**src/rtl/disp_bright_ctrl.sv**
```systemverilog
module disp_bright_ctrl #(
  parameter int CH_W  = 5,
  parameter int NCH   = 3,
  parameter int LVL_W = 4,
  parameter int REG_W = 8
) (
  input  logic                  clk,
  input  logic                  rst_n,
  input  logic                  wr_en,
  input  logic [REG_W-1:0]      wr_data,
  output logic [REG_W-1:0]      rd_data,
  input  logic [CH_W*NCH-1:0]   pix_in,
  input  logic                  act_in,
  input  logic                  hblank_in,
  input  logic                  vblank_in,
  output logic [CH_W*NCH-1:0]   pix_out,
  output logic                  act_out,
  output logic                  hblank_out,
  output logic                  vblank_out,
  output logic                  blank_out
);
  localparam int PIX_W  = CH_W * NCH;
  localparam int PROD_W = CH_W + LVL_W + 1;
  localparam int BLK    = REG_W - 1;

  logic             blank_q;
  logic [LVL_W-1:0] lvl_q;
  logic [PIX_W-1:0] scaled;

  always_ff @(posedge clk or negedge rst_n) begin
    if (!rst_n) begin
      blank_q <= 1'b1;
      lvl_q   <= '0;
    end else if (wr_en) begin
      blank_q <= wr_data[BLK];
      lvl_q   <= wr_data[LVL_W-1:0];
    end
  end

  always_comb begin
    rd_data              = '0;
    rd_data[BLK]         = blank_q;
    rd_data[LVL_W-1:0]   = lvl_q;
  end

  assign blank_out = blank_q;

  logic [LVL_W:0] factor;
  assign factor = {1'b0, lvl_q} + 1'b1;

  for (genvar i = 0; i < NCH; i++) begin : g_ch
    logic [PROD_W-1:0] prod;
    assign prod = PROD_W'(pix_in[i*CH_W +: CH_W]) * PROD_W'(factor);
    assign scaled[i*CH_W +: CH_W] = prod[LVL_W +: CH_W];
  end

  always_ff @(posedge clk or negedge rst_n) begin
    if (!rst_n) begin
      pix_out    <= '0;
      act_out    <= 1'b0;
      hblank_out <= 1'b0;
      vblank_out <= 1'b0;
    end else begin
      pix_out    <= blank_q ? '0 : scaled;
      act_out    <= act_in;
      hblank_out <= hblank_in;
      vblank_out <= vblank_in;
    end
  end

  p_wr_load_r1: assert property (@(posedge clk) disable iff (!rst_n)
    wr_en |=> (rd_data[BLK] == $past(wr_data[BLK])) &&
              (rd_data[LVL_W-1:0] == $past(wr_data[LVL_W-1:0])));

  p_full_pass_r2: assert property (@(posedge clk) disable iff (!rst_n)
    (!rd_data[BLK] && rd_data[LVL_W-1:0] == {LVL_W{1'b1}}) |=> pix_out == $past(pix_in));

  p_floor_nonzero_r3: assert property (@(posedge clk) disable iff (!rst_n)
    (!rd_data[BLK] && pix_in[CH_W-1:0] == {CH_W{1'b1}}) |=> pix_out[CH_W-1:0] != '0);

  p_blank_zero_r5: assert property (@(posedge clk) disable iff (!rst_n)
    rd_data[BLK] |=> pix_out == '0);

  p_rsvd_zero_r6: assert property (@(posedge clk) disable iff (!rst_n)
    wr_en |=> rd_data[BLK-1:LVL_W] == '0);

  p_timing_delay_r8: assert property (@(posedge clk) disable iff (!rst_n)
    $past(rst_n) |-> (act_out == $past(act_in)) && (hblank_out == $past(hblank_in))
                     && (vblank_out == $past(vblank_in)));

  p_status_r10: assert property (@(posedge clk) disable iff (!rst_n)
    blank_out == rd_data[BLK]);
endmodule

```
**config.mk**
```make
export PLATFORM = sky130hd
export DESIGN_NAME = disp_bright_ctrl
export DESIGN_NICKNAME = d
export VERILOG_FILES = /design/src/rtl/disp_bright_ctrl.sv
export SDC_FILE = /design/constraint.sdc
export NUM_CORES = 1
export LEC_CHECK = 0
export BUFFER_PORTS_ARGS = -buffer_cell sky130_fd_sc_hd__buf_2
export CAP_MARGIN = 20
export CORE_MARGIN = 5
export CORE_UTILIZATION = 55
export DETAILED_ROUTE_END_ITERATION = 7
export PLACE_DENSITY = 0.83
export SLEW_MARGIN = 10
export SYNTH_ARGS = -nofsm -noshare
export SYNTH_HDL_FRONTEND = slang
export SYNTH_SLANG_ARGS = --single-unit
```
**constraint.sdc**
```tcl
create_clock -name clk -period 5.29 [get_ports clk]
set_input_delay 0.2645 -clock clk [delete_from_list [all_inputs] [get_ports clk]]
set_output_delay 0.2645 -clock clk [all_outputs]
set_load 0.01 [all_outputs]
```
==> summary.md, run 1 <==
| Metric | Value |
|---|---|
| Status | completed |
| Clk_lat worst skew | 260 ps |
| Hold_sp | hblank_in |
| Initial core utilization | 57.1% |
| Yosys Warn Count | 0 |
| Mapped Area | between 2000 and 3000 sq um |
| # setup viols final | 0 |
| Total negative slack | 0 ps |
| Vias/cell | ~5.3 |
| Kind of critical path | reg2reg |
| I/O Buffers | slightly below 50 |
| Die footprint | 6440 sq um |
| Vias | 2,092 |
| Max Slew Vio Count | 0 |
| Post_cts resized | 0 |
| Cell mode on critical path | fa_1 |
| DRC Markers | 0 |
| Post-synth cell types | 28 |
| Post-synthesis instance total | between 200 and 300 |
| Max-cap violation count | 0 |
| PwrDens | 303 nW/um^2 |
| CP endpoint kind | flip-flop |
| Worst hold path depth | 1 |
| Maximum VDD drop | 146 uV |
| Antenna diodes | 0 |
| Routed WL | 5330 um |
| Congestion Overflow GR | 0 |
| Startpoint Class | flip-flop |
| Ports | 56 |
| Antenna-violating nets left | 0 |
| Hold Worst Slack | around 110 ps |
| Area of the core | 4750 sq um |
| Buf/Inv on CP | 1 |
| Initial antenna violation count | 0 |
| Vias in the first global route | between 2,000 and 2,500 |
| Row cnt | 25 |
| Top Family by Delay on Critical Path | adder cells |
| Clk buf depth | 2 |
| Area Growth Syn to Fin | 13.1% |
| DP HPWL | 4350 um |
| Required time worst endpoint | roughly 5400 ps |
| CP Max Fanout | 17 |
| Critical Path AT | 4540 ps |
| R2r startpoint | lvl_q[0]$_DFFE_PN0P_ |
| Worst Hold Path EP | hblank_out$_DFF_PN0_ |
| Avg Inst Size Synth | approximately 9.7 sq um |
| Commonest non-fill, non-tap cell in the layout | buf_2 |
| Clock Root Buffer | clkbuf_8 |
| 1st-iter DRT viols | between 50 and 60 |
| Clock Sinks | 23 |
| R2R depth | 13 |
| Seq/Total Area, Yosys | a little over a fifth |
| Gpl congestion | approximately 0.79 |
| Clock-pin slew on the worst setup and hold paths | roughly 80 ps |
| Slowest-stage cell, CP | dfrtp_1 |
| First-pass GRT wire length | about 8900 um |
| DRT Pass-1 Iters | 4 |
| Area of the multi-input gates | 1970 sq um |
| Synth Register Bits | 23 |
| Largest net degree at the start of global routing | 24 |
| Die H | 80.2 um |
| Worst-path cell chain | ha_1, and3_1, nand2_1, fa_1, fa_1, fa_1, inv_1, ha_1, nand4b_1, o2111ai_1, a21oi_1, xor2_1, nor2_1 |
| Worst slew pin tran | approximately 520 ps |
| Fillers | 408 |
| CTS H-tree depth | 1 |
| Worst Hold Class | in2reg |
| Reg-to-reg critical path endpoint | pix_out[8]$_DFF_PN0_ |
| Period minus WS final | 4400 ps |
| FFs w/ async S/R, synth | 100% |
| Leakage | 1.64 nW |
| Number of synthesized flops with an enable pin | 0 |
| Fmax | 227 MHz |
| CP max stage delay | 670 ps |
| Final nets | 426 |
| Clock skew | approximately 2.4 ps |
| Final Hold Fails | 0 |
| Flop2flop setup slack | 890 ps |
| GRT Util Overall | 17.2% |
| Die width | approximately 80 um |
| Final Cycle Share | between 80% and 90% |
| Most used flip-flop cell after synthesis | dfrtp_1 |
| Most frequent cells in the layout | buf_2 (49), ha_1 (46), and2_1 (33) |
| RSZ-0062 raised after global routing | no |
| Layout cells sized above 1 | 20.4% |
| Inserted Clock Buffers | 3 |
| CTS tree | done |
| FF/Latch Area | 577 sq um |
| Max-slew headroom | 65.6% |
| Avg WL per Cell | 13.5 um |
[layer usage]
layer | share of wire, % | GRT usage [%]
met5 | 0 | 0
met2 | 50 | 31.8
met1 | 43 | 21.4
met3 | 5.6 | 1.57
met4 | 1.4 | 4.56
[stage by stage]
stage | setup WS (ps) | power (mW) | cells | area [sq um] | utilization, %
6_report | 889 | 0.931 | 396 | 3070 | 64.6
5_1_grt | 575 | 1.03 | 396 | 3070 | 64.6
4_1_cts | 865 | 0.939 | 396 | 3070 | 64.6
3_5_place_dp | 896 | 0.829 | 391 | 3010 | 63.4
3_3_place_gp | 978 | 0.804 | 391 | 3010 | 63.4
2_1_floorplan | 1300 | 0.675 | 283 | 2720 | -
[cell usage after synthesis (3+ instances only)]
library cell  number  area, sq um
nand3_1            4         20.0
o211ai_2           3         37.5
dfrtp_1           22          551
clkbuf_1           6         22.5
nand2b_1           5         31.3
mux2_2             5         56.3
fa_1              21          420
nand2_1           27          101
xor2_1             7         61.3
nor3_1             3         15.0
a21oi_1            6         30.0
o21bai_1           3         22.5
ha_1              46          576
nand4b_1           3         26.3
o2111ai_1          3         26.3
and2_1            33          206
buf_4              4         30.0
nor2_1            12         45.0
nand4_1            3         18.8
xnor2_1           16          140
nor2b_1            8         50.1
a211oi_1           3         22.5
a311oi_2           3         45.0
inv_1             31          116
[cells by family (layout without fill, tap and decap cells)]
group | Yosys count | after routing | synth area share, %
AND/OR/NAND/NOR | 99 | 99 | 19.2
other | 1 | 3 | 0.138
AO/OA/AOI/OAI | 21 | 21 | 6.78
multiplexers | 5 | 5 | 2.08
flip-flops | 23 | 23 | 21.3
buffers and inverters | 42 | 88 | 6.41
adder cells (fa/ha/maj) | 67 | 67 | 36.7
XOR/XNOR | 23 | 23 | 7.43
[flip-flops by register name, summed over array words and instances, names as in the netlist]
| name | cells |
|---|---|
| blank_out | 1 |
| act_out | 1 |
| hblank_out | 1 |
| vblank_out | 1 |
| pix_out | 15 |
| lvl_q | 4 |
[worst max-delay path by stage]
stage,end,slack (ps),cells after the start,startpoint
after CTS,pix_out[3]$_DFF_PN0_,860,13,lvl_q[0]$_DFFE_PN0P_
after floorplan,pix_out[9]$_DFF_PN0_,1300,14,lvl_q[0]$_DFFE_PN0P_
after global placement,pix_out[14]$_DFF_PN0_,980,13,lvl_q[0]$_DFFE_PN0P_
after global routing,pix_out[3]$_DFF_PN0_,580,13,lvl_q[0]$_DFFE_PN0P_
after detailed placement,pix_out[3]$_DFF_PN0_,900,13,lvl_q[0]$_DFFE_PN0P_
final,pix_out[8]$_DFF_PN0_,890,13,lvl_q[0]$_DFFE_PN0P_
[what timing repair did]
| item | CTS | global route |
|---|---|---|
| endpoints found under the hold margin | 22 | 0 |
| setup buffers | 0 | 0 |
| hold buffers | 1 | 0 |
[cell type report]
class | instances | share of cell area, %
Multi-Input combinational cell | 218 | 64.2
Timing Repair Buffer | 53 | 9.05
Inverter | 31 | 3.79
Sequential cell | 23 | 18.8
Clock buffer | 4 | 1.47
Tap cell | 67 | 2.73
[power breakdown]
part	leakage (nW)	internal, mW	switching (mW)
Clock	0.0228	0.0536	0.0514
Sequential	0.290	0.219	0.0195
Combinational	1.32	0.260	0.327
Total	1.64	0.533	0.398
Note: power is estimated with default switching activity, not from simulation.
==> run 2, diff against run 1 <==
CORE_UTILIZATION = 51   (was 55)
PLACE_DENSITY = 0.81   (was 0.83)
clock period = 4 ns   (was 5.29 ns; I/O delays follow)
==> summary.md, run 2 (synthesized netlist as in run 1, its figures left out) <==
| Metric | Value |
|---|---|
| Status | completed (unchanged) |
| R2R depth | 14 (was 13) |
| Gpl congestion | 0.796 (was 0.787) |
| 1st-iter DRT viols | 117 (was 59) |
| NetSw | 0.570 mW (was 0.398 mW) |
| Clock skew | 2.85 ps (was 2.38 ps) |
| Clk buf depth | 2 (unchanged) |
| Inserted Clock Buffers | 3 (unchanged) |
| Clock Power Share | 10.5% (was 11.3%) |
| Clk_lat worst skew | 260 ps (about the same) |
| Detail Route met3 WL | 289 um (was 300 um) |
| CTS H-tree depth | 1 (unchanged) |
| Top Registers | pix_out x15, lvl_q x4 (unchanged) |
| Area Growth Syn to Fin | 19.3% (was 13.1%) |
| Leakage | 1.69 nW (was 1.64 nW) |
| Flop2flop setup slack | 70 ps (was 890 ps) |
| Met1 wire length | 2480 um (was 2290 um) |
| Avg WL per Cell | 14.4 um (was 13.5 um) |
| Critical Path AT | 4070 ps (was 4540 ps) |
| Combinational power share | 65.9% (was 63.1%) |
| Commonest non-fill, non-tap cell in the layout | buf_2 (unchanged) |
| CP max stage delay | 570 ps (was 670 ps) |
| Period minus WS final | 3930 ps (was 4400 ps) |
| Clock Sinks | 23 (unchanged) |
| Met2 WL | 3040 um (was 2670 um) |
| # setup viols final | 0 (unchanged) |
| Fmax | 254 MHz (was 227 MHz) |
| Vias | 2,121 (was 2,092) |
| Kind of critical path | reg2reg (unchanged) |
| Area of the core | 5140 sq um (was 4750 sq um) |
| DRT Pass-1 Iters | 4 (unchanged) |
| CP Max Fanout | 5 (was 17) |
| Reg-to-reg critical path endpoint | pix_out[2]$_DFF_PN0_ (was pix_out[8]$_DFF_PN0_) |
| Max reg flops | 15 (unchanged) |
| Required time worst endpoint | 4140 ps (was 5430 ps) |
| Largest Register | pix_out (unchanged) |
| Flop pwr share | 23.6% (was 25.7%) |
| Sw frac | 42.5% (was 42.8%) |
| Max Slew Vio Count | 0 (unchanged) |
| Row cnt | 26 (was 25) |
| Max-cap violation count | 0 (unchanged) |
| DP HPWL | 4580 um (was 4350 um) |
| Max-slew headroom | 65.3% (was 65.6%) |
| GRT Util Overall | 16.7% (was 17.2%) |
| Post-route setup slack | 70.5 ps (was 889 ps) |
| Largest net degree at the start of global routing | 24 (unchanged) |
| Worst Hold Class | in2reg (unchanged) |
| Die footprint | 6880 sq um (was 6440 sq um) |
| Clock-pin slew on the worst setup and hold paths | 80 ps (about the same) |
| PwrDens | 414 nW/um^2 (was 303 nW/um^2) |
| Most frequent cells in the layout | buf_2 (49), ha_1 (42), and2_1 (33) (was buf_2 (49), ha_1 (46), and2_1 (33)) |
| Vias/cell | 5.19 (was 5.28) |
| Congestion Overflow GR | 0 (unchanged) |
| R2r startpoint | lvl_q[0]$_DFFE_PN0P_ (unchanged) |
| Worst slew pin tran | 521 ps (was 516 ps) |
| Die H | 82.9 um (was 80.2 um) |
| Slowest-stage cell, CP | fa_1 (was dfrtp_1) |
| First-pass GRT wire length | 9600 um (was 8920 um) |
| Maximum VDD drop | 199 uV (was 146 uV) |
| Ports | 56 (unchanged) |
| Worst-path cell chain | ha_2, xor2_2, buf_4, nand2_1, fa_1, fa_1, fa_1, inv_1, ha_4, nand4b_1, o2111ai_2, buf_4, xnor2_1, nor2_1 (was ha_1, and3_1, nand2_1, fa_1, fa_1, fa_1, inv_1, ha_1, nand4b_1, o2111ai_1, a21oi_1, xor2_1, nor2_1) |
| CP endpoint kind | flip-flop (unchanged) |
| CTS tree | done (unchanged) |
| Total power after layout | 1.34 mW (was 0.931 mW) |
| Highest Signal Layer | met4 (unchanged) |
| Crit path to | pix_out[2]$_DFF_PN0_ (was pix_out[8]$_DFF_PN0_) |
| Pre-CTS setup slack | 39.2 ps (was 896 ps) |
| Layout cells sized above 1 | 26.5% (was 20.4%) |
| Final Cycle Share | 98.2% (was 83.2%) |
| I/O Buffers | 49 (unchanged) |
| Cell mode on critical path | fa_1 (unchanged) |
| Die width | 82.9 um (was 80.2 um) |
| Clock Root Buffer | clkbuf_8 (unchanged) |
| Startpoint Class | flip-flop (unchanged) |
| Fillers | 452 (was 408) |
| Vias in the first global route | 2,183 (was 2,053) |
| Routed WL | 5890 um (was 5330 um) |
| Final nets | 436 (was 426) |
| Antenna-violating nets left | 0 (unchanged) |
| CP Launch Point | lvl_q[0]$_DFFE_PN0P_ (unchanged) |
| Final Hold Fails | 0 (unchanged) |
| Initial antenna violation count | 0 (unchanged) |
| Antenna diodes | 0 (unchanged) |
| DRC Markers | 0 (unchanged) |
| Power Internal | 0.770 mW (was 0.533 mW) |
| Initial core utilization | 52.8% (was 57.1%) |
-- run 2: changes by cell type in the layout (fill, tap and decap cells not counted), sizes merged --
| cell | previous run | this run |
|---|---|---|
| buf | 52 | 61 |
| clkdlybuf4s15 | 0 | 1 |
-- run 2: how the worst min path moves through the flow --
stage,startpoint,to,slack [ps],cells past startpoint
global placement,rst_n,act_out$_DFF_PN0_,180,1
CTS,vblank_in,vblank_out$_DFF_PN0_,40,1
finish,hblank_in,hblank_out$_DFF_PN0_,40,1
global route,hblank_in,hblank_out$_DFF_PN0_,30,1
floorplan,rst_n,act_out$_DFF_PN0_,-100,0
detailed placement,rst_n,lvl_q[3]$_DFFE_PN0P_,200,1
-- run 2: power groups by stage --
stage                     registers (mW)  clock network (mW)  logic (mW)
after floorplan                    0.345                   0       0.549
after global placement             0.318                   0       0.760
after detailed placement           0.320                   0       0.791
after CTS                          0.315               0.144       0.802
after global routing               0.321               0.155       0.992
final                              0.317               0.140       0.883
-- run 2: layout make-up --
cell class              instances  area, sq um  area share (%)
well taps                      70         87.6            2.71
clock buffers                   4         45.0            1.39
flip-flops and latches         23          578            17.9
repair buffers                 63          357            11.0
multi-input cells             218         2050            63.4
inverters                      31          116            3.60
-- run 2: stage by stage --
| stage | area [sq um] | utilization [%] | hold slack [ps] | cells | setup TNS, ps |
|---|---|---|---|---|---|
| after floorplan | 2720 | - | -95.6 | 283 | 0 |
| after detailed placement | 3060 | 59.4 | 199 | 399 | 0 |
| final | 3240 | 63.0 | 39.9 | 409 | 0 |
| after CTS | 3110 | 60.5 | 35.2 | 404 | 0 |
| after global routing | 3240 | 63.0 | 26.7 | 409 | -121 |
| after global placement | 3060 | 59.4 | 184 | 399 | 0 |
-- run 2: critical path, delay by kind of cell, from the launching register on --
kind	cells	cell delay [ps]
fa+ha+maj	5	2090
flops	1	430
buf+inv	3	410
xor+xnor	2	300
simple gates	3	300
compound gates	1	280
-- run 2: per-layer routing --
metal | global-route usage (%) | vias up
met4 | 5.05 | 0
met3 | 2.87 | 8
li1 | - | 1029
met2 | 30.3 | 55
met1 | 19.9 | 1029
met5 | 0 | -
-- run 2: what timing repair did --
item | in CTS | in global routing
resized for setup | 0 | 15
setup buffers | 0 | 4
hold buffers | 1 | 0
endpoints found under the setup margin | 0 | 9
hold endpoints to repair | 22 | 0
